### config.mk
export PLATFORM = sky130hd
export DESIGN_NAME = ser_port
export DESIGN_NICKNAME = d
export VERILOG_FILES = /design/src/rtl/sp_pkg.sv /design/src/rtl/sp_tx.sv /design/src/rtl/sp_rx.sv /design/src/rtl/sp_rx_stage.sv /design/src/rtl/ser_port.sv
export SDC_FILE = /design/constraint.sdc
export NUM_CORES = 1
export LEC_CHECK = 0
export ABC_AREA = 1
export BUFFER_PORTS_ARGS = -buffer_cell sky130_fd_sc_hd__buf_2
export CAP_MARGIN = 15
export CORE_AREA = 5 5 165 167
export CTS_CLUSTER_SIZE = 8
export DETAILED_ROUTE_END_ITERATION = 6
export DIE_AREA = 0 0 170 172
export PLACE_DENSITY_LB_ADDON = 0.1
export SLEW_MARGIN = 0
export SYNTH_ARGS = -nofsm -noshare
export SYNTH_HDL_FRONTEND = slang
export SYNTH_SLANG_ARGS = --single-unit
### constraint.sdc
create_clock -name clk_i -period 1.9 [get_ports clk_i]
set_input_delay 0.38 -clock clk_i [delete_from_list [all_inputs] [get_ports clk_i]]
set_output_delay 0.38 -clock clk_i [all_outputs]
set_load 0.05 [all_outputs]
### src/rtl/sp_pkg.sv
package sp_pkg;
  localparam int WORD_W = 32;
  localparam int BUS_W  = 16;
  localparam int LEN_W  = 3;
  localparam int CNT_W  = $clog2(WORD_W + 1);

  typedef struct packed {
    logic             fs_pol;
    logic             clk_pol;
    logic [LEN_W-1:0] len;
  } dir_cfg_t;

  localparam int CFG_W  = $bits(dir_cfg_t);
  localparam int CTRL_W = 2 * CFG_W;

  typedef enum logic [1:0] {
    A_DATA_LO = 2'd0,
    A_DATA_HI = 2'd1,
    A_CTRL    = 2'd2,
    A_STAT    = 2'd3
  } reg_addr_e;

  localparam int ST_XRDY = 0;
  localparam int ST_RRDY = 1;
  localparam int ST_OVR  = 2;
  localparam int ST_UND  = 3;

  function automatic logic [CNT_W-1:0] code_bits(input logic [LEN_W-1:0] c);
    case (c)
      3'd0:    return CNT_W'(8);
      3'd1:    return CNT_W'(12);
      3'd2:    return CNT_W'(16);
      3'd3:    return CNT_W'(20);
      3'd4:    return CNT_W'(24);
      default: return CNT_W'(WORD_W);
    endcase
  endfunction
endpackage

### src/rtl/sp_tx.sv
module sp_tx
  import sp_pkg::*;
(
  input  logic              clk_i,
  input  logic              rst_ni,
  input  logic              clk_pin_i,
  input  logic              fs_pin_i,
  input  dir_cfg_t          cfg_i,
  input  logic              hold_vld_i,
  input  logic [WORD_W-1:0] hold_i,
  output logic              take_o,
  output logic              under_o,
  output logic              dx_o
);
  logic eff, eff_q, launch, sample, fs_act, start;
  logic pend_q, act_q;
  logic [CNT_W-1:0]  cnt_q, nbits;
  logic [WORD_W-1:0] sh_q, last_q, next_w;

  assign eff    = clk_pin_i ^ cfg_i.clk_pol;
  assign launch = eff & ~eff_q;
  assign sample = ~eff & eff_q;
  assign fs_act = fs_pin_i ^ cfg_i.fs_pol;
  assign nbits  = code_bits(cfg_i.len);
  assign start  = launch & pend_q;
  // empty holding register: repeat last word
  assign next_w = hold_vld_i ? hold_i : last_q;

  always_ff @(posedge clk_i or negedge rst_ni) begin
    if (!rst_ni) begin
      eff_q  <= 1'b0;
      pend_q <= 1'b0;
      act_q  <= 1'b0;
      cnt_q  <= '0;
      sh_q   <= '0;
      last_q <= '0;
    end else begin
      eff_q <= eff;
      if (sample && fs_act) pend_q <= 1'b1;
      else if (start)       pend_q <= 1'b0;
      if (start) begin
        last_q <= next_w;
        sh_q   <= next_w << (CNT_W'(WORD_W) - nbits);
        cnt_q  <= nbits - CNT_W'(1);
        act_q  <= 1'b1;
      end else if (launch && act_q) begin
        if (cnt_q == '0) begin
          act_q <= 1'b0;
        end else begin
          sh_q  <= sh_q << 1;
          cnt_q <= cnt_q - CNT_W'(1);
        end
      end
    end
  end

  assign take_o  = start & hold_vld_i;
  assign under_o = start & ~hold_vld_i;
  assign dx_o    = act_q & sh_q[WORD_W-1];
endmodule

### src/rtl/sp_rx.sv
module sp_rx
  import sp_pkg::*;
(
  input  logic              clk_i,
  input  logic              rst_ni,
  input  logic              clk_pin_i,
  input  logic              fs_pin_i,
  input  logic              dr_i,
  input  dir_cfg_t          cfg_i,
  output logic              done_o,
  output logic [WORD_W-1:0] word_o
);
  logic eff, eff_q, sample, fs_act, last_bit;
  logic busy_q;
  logic [CNT_W-1:0]  cnt_q, nbits;
  logic [WORD_W-1:0] sh_q, sh_n;

  assign eff      = clk_pin_i ^ cfg_i.clk_pol;
  assign sample   = ~eff & eff_q;
  assign fs_act   = fs_pin_i ^ cfg_i.fs_pol;
  assign nbits    = code_bits(cfg_i.len);
  assign sh_n     = {sh_q[WORD_W-2:0], dr_i};
  assign last_bit = busy_q && ((cnt_q + CNT_W'(1)) == nbits);

  always_ff @(posedge clk_i or negedge rst_ni) begin
    if (!rst_ni) begin
      eff_q  <= 1'b0;
      busy_q <= 1'b0;
      cnt_q  <= '0;
      sh_q   <= '0;
      done_o <= 1'b0;
      word_o <= '0;
    end else begin
      eff_q  <= eff;
      done_o <= 1'b0;
      if (sample) begin
        if (busy_q) begin
          sh_q  <= sh_n;
          cnt_q <= cnt_q + CNT_W'(1);
          if (last_bit) begin
            done_o <= 1'b1;
            word_o <= sh_n;
            busy_q <= 1'b0;
          end
        end
        // frame sync rearms, also on the last bit of a word
        if (fs_act) begin
          busy_q <= 1'b1;
          cnt_q  <= '0;
          sh_q   <= '0;
        end
      end
    end
  end
endmodule

### src/rtl/sp_rx_stage.sv
module sp_rx_stage
  import sp_pkg::*;
(
  input  logic              clk_i,
  input  logic              rst_ni,
  input  logic              done_i,
  input  logic [WORD_W-1:0] word_i,
  input  logic              pop_i,
  output logic              rrdy_o,
  output logic [WORD_W-1:0] rd_word_o,
  output logic              move_o,
  output logic              ovr_o
);
  logic              buf_vld_q;
  logic [WORD_W-1:0] buf_q;

  assign move_o = buf_vld_q & ~rrdy_o;
  assign ovr_o  = done_i & buf_vld_q & ~move_o;

  always_ff @(posedge clk_i or negedge rst_ni) begin
    if (!rst_ni) begin
      buf_vld_q <= 1'b0;
      buf_q     <= '0;
      rrdy_o    <= 1'b0;
      rd_word_o <= '0;
    end else begin
      if (done_i && (!buf_vld_q || move_o)) begin
        buf_q     <= word_i;
        buf_vld_q <= 1'b1;
      end else if (move_o) begin
        buf_vld_q <= 1'b0;
      end
      if (move_o) begin
        rd_word_o <= buf_q;
        rrdy_o    <= 1'b1;
      end else if (pop_i) begin
        rrdy_o    <= 1'b0;
      end
    end
  end
endmodule

### src/rtl/ser_port.sv
module ser_port
  import sp_pkg::*;
(
  input  logic             clk_i,
  input  logic             rst_ni,
  input  logic [1:0]       addr_i,
  input  logic             wr_i,
  input  logic             rd_i,
  input  logic [BUS_W-1:0] wdata_i,
  output logic [BUS_W-1:0] rdata_o,
  input  logic             xclk_i,
  input  logic             xfs_i,
  output logic             dx_o,
  input  logic             rclk_i,
  input  logic             rfs_i,
  input  logic             dr_i,
  output logic             xint_o,
  output logic             xevt_o,
  output logic             rint_o,
  output logic             revt_o
);
  reg_addr_e         addr;
  logic              wr_lo, wr_hi, wr_ctrl, wr_stat, rd_lo;
  logic [BUS_W-1:0]  hi_q;
  logic [WORD_W-1:0] hold_q;
  logic              hold_vld_q;
  logic [CTRL_W-1:0] ctrl_q;
  dir_cfg_t          tx_cfg, rx_cfg;
  logic              take, under, und_q, ovr_q, xpulse_q, rpulse_q;
  logic              rx_done, rrdy, move, ovr_hit;
  logic [WORD_W-1:0] rx_word, rd_word;

  assign addr    = reg_addr_e'(addr_i);
  assign wr_lo   = wr_i && addr == A_DATA_LO;
  assign wr_hi   = wr_i && addr == A_DATA_HI;
  assign wr_ctrl = wr_i && addr == A_CTRL;
  assign wr_stat = wr_i && addr == A_STAT;
  assign rd_lo   = rd_i && addr == A_DATA_LO;
  assign rx_cfg  = dir_cfg_t'(ctrl_q[CFG_W-1:0]);
  assign tx_cfg  = dir_cfg_t'(ctrl_q[CTRL_W-1:CFG_W]);

  sp_tx u_tx (
    .clk_i, .rst_ni,
    .clk_pin_i (xclk_i),
    .fs_pin_i  (xfs_i),
    .cfg_i     (tx_cfg),
    .hold_vld_i(hold_vld_q),
    .hold_i    (hold_q),
    .take_o    (take),
    .under_o   (under),
    .dx_o      (dx_o)
  );

  sp_rx u_rx (
    .clk_i, .rst_ni,
    .clk_pin_i(rclk_i),
    .fs_pin_i (rfs_i),
    .dr_i     (dr_i),
    .cfg_i    (rx_cfg),
    .done_o   (rx_done),
    .word_o   (rx_word)
  );

  sp_rx_stage u_rxq (
    .clk_i, .rst_ni,
    .done_i   (rx_done),
    .word_i   (rx_word),
    .pop_i    (rd_lo),
    .rrdy_o   (rrdy),
    .rd_word_o(rd_word),
    .move_o   (move),
    .ovr_o    (ovr_hit)
  );

  always_ff @(posedge clk_i or negedge rst_ni) begin
    if (!rst_ni) begin
      hi_q       <= '0;
      hold_q     <= '0;
      hold_vld_q <= 1'b0;
      ctrl_q     <= '0;
      und_q      <= 1'b0;
      ovr_q      <= 1'b0;
      xpulse_q   <= 1'b0;
      rpulse_q   <= 1'b0;
    end else begin
      if (wr_hi) hi_q <= wdata_i;
      // a write in the same cycle as a take refills the holding register
      if (wr_lo) begin
        hold_q     <= {hi_q, wdata_i};
        hold_vld_q <= 1'b1;
      end else if (take) begin
        hold_vld_q <= 1'b0;
      end
      if (wr_ctrl) ctrl_q <= wdata_i[CTRL_W-1:0];
      if (under)                           und_q <= 1'b1;
      else if (wr_stat && wdata_i[ST_UND]) und_q <= 1'b0;
      if (ovr_hit)                         ovr_q <= 1'b1;
      else if (wr_stat && wdata_i[ST_OVR]) ovr_q <= 1'b0;
      xpulse_q <= take;
      rpulse_q <= move;
    end
  end

  assign xint_o = xpulse_q;
  assign xevt_o = xpulse_q;
  assign rint_o = rpulse_q;
  assign revt_o = rpulse_q;

  always_comb begin
    rdata_o = '0;
    case (addr)
      A_DATA_LO: rdata_o = rd_word[BUS_W-1:0];
      A_DATA_HI: rdata_o = rd_word[WORD_W-1:BUS_W];
      A_CTRL:    rdata_o = BUS_W'(ctrl_q);
      A_STAT: begin
        rdata_o[ST_XRDY] = ~hold_vld_q;
        rdata_o[ST_RRDY] = rrdy;
        rdata_o[ST_OVR]  = ovr_q;
        rdata_o[ST_UND]  = und_q;
      end
      default: rdata_o = '0;
    endcase
  end
endmodule

Yosys cells after proc, flatten, opt, wreduce, memory -nomap -nowiden
Cells that the tools add are included.
{"block": "classes", "addsub": 4, "eq_ne": 13, "shift": 1, "n_mux": 36, "n_bitwise": 20, "n_reduce_logical": 30}
{"operator": "two-way mux 32 bit", "n": 4}
{"operator": "two-way mux 31 bit", "n": 2}
{"operator": "one-hot mux 6 bit (5 select lines)", "n": 2}
{"operator": "one-hot mux 12 bit (3 select lines)", "n": 1}
{"operator": "left shift 32 x 6 -> 32 bit", "n": 1}
{"operator": "two-way mux 6 bit", "n": 5}
{"operator": "two-way mux 1 bit", "n": 21}
{"operator": "nonzero test 2 bit", "n": 9}
{"operator": "one-hot mux 4 bit (4 select lines)", "n": 1}
{"operator": "== test 3 x 2 -> 1 bit, second input constant", "n": 4}
{"operator": "subtractor 6 x 1 -> 6 bit, second input constant", "n": 2}
{"operator": "logical AND 1 bit", "n": 11}
{"operator": "AND 1 bit", "n": 10}
{"operator": "adder 6 x 1 -> 6 bit, second input constant", "n": 1}
{"operator": "== test 3 x 1 -> 1 bit, second input constant", "n": 2}
{"operator": "== test 3 bit, second input constant", "n": 2}
{"operator": "== test 6 bit", "n": 1}
{"operator": "zero test 3 bit", "n": 2}
{"operator": "zero test 6 bit", "n": 1}
{"operator": "NOT 1 bit", "n": 6}
{"operator": "AND reduction 2 bit", "n": 3}
{"operator": "subtractor 6 bit, first input constant", "n": 1}
{"operator": "== test 2 bit, second input constant", "n": 2}
{"operator": "XOR 1 bit", "n": 4}
{"operator": "6 further kinds", "n": 6}
{"block": "totals", "regBits": 274, "input_bits": 27}

Longest topological paths before layout
{"block": "depth", "word_depth": 7, "ltp_mapped": 12, "depth_no_buf": 11}

Hierarchy
A second synthesis with hierarchy kept.
{"block": "unflattened", "hier_cells": 1623, "area_unflattened_um2": 12967.4}
{"module": "sp_tx", "instances": 1, "cells_per_inst": 670, "area_per_inst_um2": 4550.6, "seq_area_each_um2": 1826.8}
{"module": "sp_rx", "instances": 1, "cells_per_inst": 325, "area_per_inst_um2": 3057.9, "seq_area_each_um2": 1801.7}
{"module": "ser_port", "instances": 1, "cells_per_inst": 344, "area_per_inst_um2": 2790.2, "seq_area_each_um2": 1576.5}
{"module": "sp_rx_stage", "instances": 1, "cells_per_inst": 284, "area_per_inst_um2": 2568.7, "seq_area_each_um2": 1651.6}

Worst setup path after synthesis
No wires, ideal clock.
{"block": "synth_path", "path_type": "reg-to-output", "from": "register hold_vld_q", "to": "output port rdata_o[0]", "arrival_time_ns": 1.639, "required_time_ns": 1.520, "slack_ns": -0.119, "stages_incl_launch_ff": 5, "n_path_buf": 3, "path_cell_list": "dfrtp_1 -> buf_2 -> buf_4 -> buf_2 -> o2111ai_1"}
{"block": "synth_between", "elab_chain_cells": 2}
{"element": "from (decl)", "line": "ser_port.sv:26", "text": "logic hold_vld_q;"}
{"element": "from (signal assigned)", "line": "ser_port.sv:79", "text": "hold_vld_q <= 1'b0;"}
{"element": "from (signal assigned)", "line": "ser_port.sv:90", "text": "hold_vld_q <= 1'b1;"}
{"element": "from (signal assigned)", "line": "ser_port.sv:92", "text": "hold_vld_q <= 1'b0;"}
{"element": "NOT 1 bit", "line": "ser_port.sv:116", "text": "rdata_o[ST_XRDY] = ~hold_vld_q;"}
{"element": "one-hot mux 4 bit (4 select lines)", "line": "ser_port.sv:111", "text": "case (addr)"}
{"element": "to (decl)", "line": "ser_port.sv:10", "text": "output logic [BUS_W-1:0] rdata_o,"}
No other way between the ends.

Worst setup path after layout
{"block": "layout_path", "from": "register ctrl_q[6]", "to": "output port rdata_o[6]"}
{"block": "layout_between", "elab_chain_cells": 1}
{"element": "from (decl)", "line": "ser_port.sv:27", "text": "logic [CTRL_W-1:0] ctrl_q;"}
{"element": "from (signal assigned)", "line": "ser_port.sv:94", "text": "if (wr_ctrl) ctrl_q <= wdata_i[CTRL_W-1:0];"}
{"element": "one-hot mux 12 bit (3 select lines)", "line": "ser_port.sv:111"}
No other way between the ends.

==> flow_summary_export.csv <==
group,metric,value,unit
run_status,status,"complete, no violations",
power,vdd_ir_drop_max,0.791,mV
synth,yosysUniqueCellTypes,39,
floorplan,coreArea,25600,um^2
hold_path,hold_path_class,"input pin to flop",
final_layout,final_area,14800,um^2
detailed_routing,wl,30.6,mm
power,powerDensity,1320,nW/um^2
sta,fin_tns_setup,0,ns
global_routing,grt_pass1_wl,51.1,mm
synth,synthArstFlopShare,100,%
setup_path,cp-end-kind,"primary output",
sta,setup-violations-final,0,
synth,syn-cell-area,12500,um^2
setup_path,path_max_fanout,2,
floorplan,initial_core_util,48.8,%
synth,synth_edf_count,0,
sta,slew_violations,0,
place,gp_congestion,0.854,
sta,hold_violations,0,
power,p_leak,7.31,nW
synth,syn_nets,1469,
global_routing,grt_pass1_vias,9757,
final_layout,drive_gt1_share,17.4,%
global_routing,overflow,0,
clocking,clk_latency,0.54,ns
detailed_routing,drcViolationCount,0,
global_routing,gr-usage-all-layers,21.5,%
sta,fin_ws,0.0261,ns
clocking,ctsHtreeMaxLevel,2,
sta,holdWs,0.0573,ns
floorplan,row_count,59,
synth,avgSynthCellArea,8.68,um^2
sta,max_freq,534,MHz
detailed_routing,avgRoutedWirePerCell,16.4,um
clocking,path_clk_slew,0.05,ns
global_routing,grt_antenna_before_repair,0,
clocking,cts_root_buf,"clkbuf_16",
floorplan,pin_count,48,
sta,clock-skew-final,0.0260,ns
synth,synthCells,1440,
floorplan,die_h,172,um
sta,fin_crit,1.87,ns
synth,ys_dominant_reg_cell,"dfrtp_1",
floorplan,die_area,29200,um^2
synth,ys_seq_area_share,54.8,%
synth,synth_area_leader_cell,"dfrtp_1",
setup_path,cp-start-kind,"flop",
flow_run,timing.max_cap.violations,0,
clocking,cts.sinks,274,
synth,yosysWarnings,0,
setup_path,cp.arrival,1.49,ns
clocking,cts_inserted_buffers,40,
synth,synthTopCellsByArea,"dfrtp_1 (55%), nand2_1 (14%), o21ai_0 (5.1%)",
setup_path,criticalPathCategory,"flop to primary output",
sta,worst_slew_pin_slew,0.634,ns
floorplan,die_x,170,um
synth,synth_top_area_share,54.8,%
synth,ys_ff_latch,274,
place,io_buffer_count,47,
synth,synth_commonest_cells,"nand2_1 (462), dfrtp_1 (274), o21ai_0 (128), inv_1 (116), nand3_1 (103)",
detailed_routing,antenna_left,0,
final_layout,area_growth,18.1,%
final_layout,nets,1552,
place,hpwl,20.5,mm
detailed_routing,vias,9893,
clocking,cts_tree,"done",
final_layout,n_antenna_cell,0,
setup_path,required,1.52,ns
global_routing,grt_max_degree,68,
synth,synth_most_common_cell,"nand2_1",
place,placed_cell_area,13400,um^2
detailed_routing,first_pass_iters,5,
detailed_routing,viasPerCell,5.31,
sta,rsz0062_at_grt,"yes",
place,pre_cts_ws,-0.0459,ns
clocking,cts_buffer_depth,3,
sta,max_slew_margin,57.6,%
detailed_routing,drt_iter0_markers,635,
sta,finalCritPeriodShare,98.6,%
what timing repair did:
action / in CTS / in global routing
gates resized for setup: 14 / 34
setup endpoints to repair: 7 / 66
cloned: 2 / 0
hold buffers: 1 / 0
pin swaps: 3 / 4
buffers inserted: 8 / 9
hold endpoints to repair: 33 / 0
metal layers:
metal | global-route usage, % | part of all wire (%) | vias to the layer above | wire [um]
met5 | 0 | 0 | - | 0
met4 | 6.39 | 2.5 | 0 | 774
met3 | 3.25 | 3.6 | 58 | 1110
met2 | 37.2 | 50 | 167 | 15200
met1 | 28.2 | 44 | 4798 | 13500
li1 | - | - | 4870 | -
logic make-up (layout without fill, tap and decap cells):
family / count (synthesis) / in the layout / synth area share [%]
AND/OR/NAND/NOR: 676 / 676 / 23.1
adder cells (fa/ha/maj): 2 / 2 / 0.200
AO/OA/AOI/OAI: 231 / 231 / 10.1
multiplexers: 48 / 48 / 4.32
buffers and inverters: 206 / 293 / 7.18
flip-flops: 274 / 274 / 54.8
XOR/XNOR: 3 / 3 / 0.210
report_power, final:
part | switching, mW | internal [mW] | total (mW)
Combinational | 3.54 | 2.13 | 5.67
Sequential | 0.572 | 6.94 | 7.51
Clock | 2.50 | 3.79 | 6.29
stage by stage:
stage / total power, mW / util, % / instances
floorplan: 11.1 / - / 1440
global placement: 12.7 / 52.2 / 1796
detailed placement: 12.8 / 52.2 / 1796
CTS: 19.5 / 57.1 / 1853
global route: 20.7 / 57.6 / 1862
finish: 19.5 / 57.6 / 1862
final timing paths:
check	start	to	slack, ns	cells past startpoint
setup / recovery	ctrl_q[6]	rdata_o[6]	0.03	3
hold / removal	rclk_i	u_rx.eff_q	0.06	2
setup reg to reg	hold_vld_q	u_tx.sh_q[29]	0.06	10
hold reg to reg	u_rxq.buf_q[30]	u_rxq.rd_word_o[30]	0.45	2
max in group asynchronous	rst_ni	u_tx.cnt_q[5]	0.87	3
min in group asynchronous	rst_ni	hold_q[29]	0.34	2
state kept, by name, summed over array words and instances, names as in the netlist, 6 cells and up:
register	count
u_rxq.buf_q	32
hold_q	32
hi_q	16
u_rxq.rd_word_o	32
u_tx.last_q	32
u_rx.sh_q	31
ctrl_q	10
u_tx.sh_q	32
u_tx.cnt_q	6
u_rx.word_o	32
u_rx.cnt_q	6
cell type report:
class                           count  area (um^2)
Fill cell                        2337        10900
Sequential cell                   274         6860
Multi-Input combinational cell    960         4820
Timing Repair Buffer              122         1100
Clock buffer                       42         1020
Inverter                          125          475
Tap cell                          335          419
Clock inverter                      4         71.3
worst max-delay path, stage by stage (launching register included):
cell	delay [ns]
dfrtp_2	0.36
inv_2	0.05
o211ai_1	0.28
buf_4	0.27
cells in the final DEF (no fill, tap or decap), drive strengths merged, types with 6 or more instances in the layout:
| cell type | n |
|---|---|
| nand3 | 103 |
| o21ai | 155 |
| buf | 118 |
| clkbuf | 44 |
| mux2 | 48 |
| a22o | 6 |
| dfrtp | 274 |
| or2 | 6 |
| o211ai | 6 |
| a21oi | 21 |
| o22ai | 35 |
| nand2 | 470 |
| nor2 | 52 |
| inv | 124 |
| nand4 | 38 |
(Power assumes the default switching activity.)
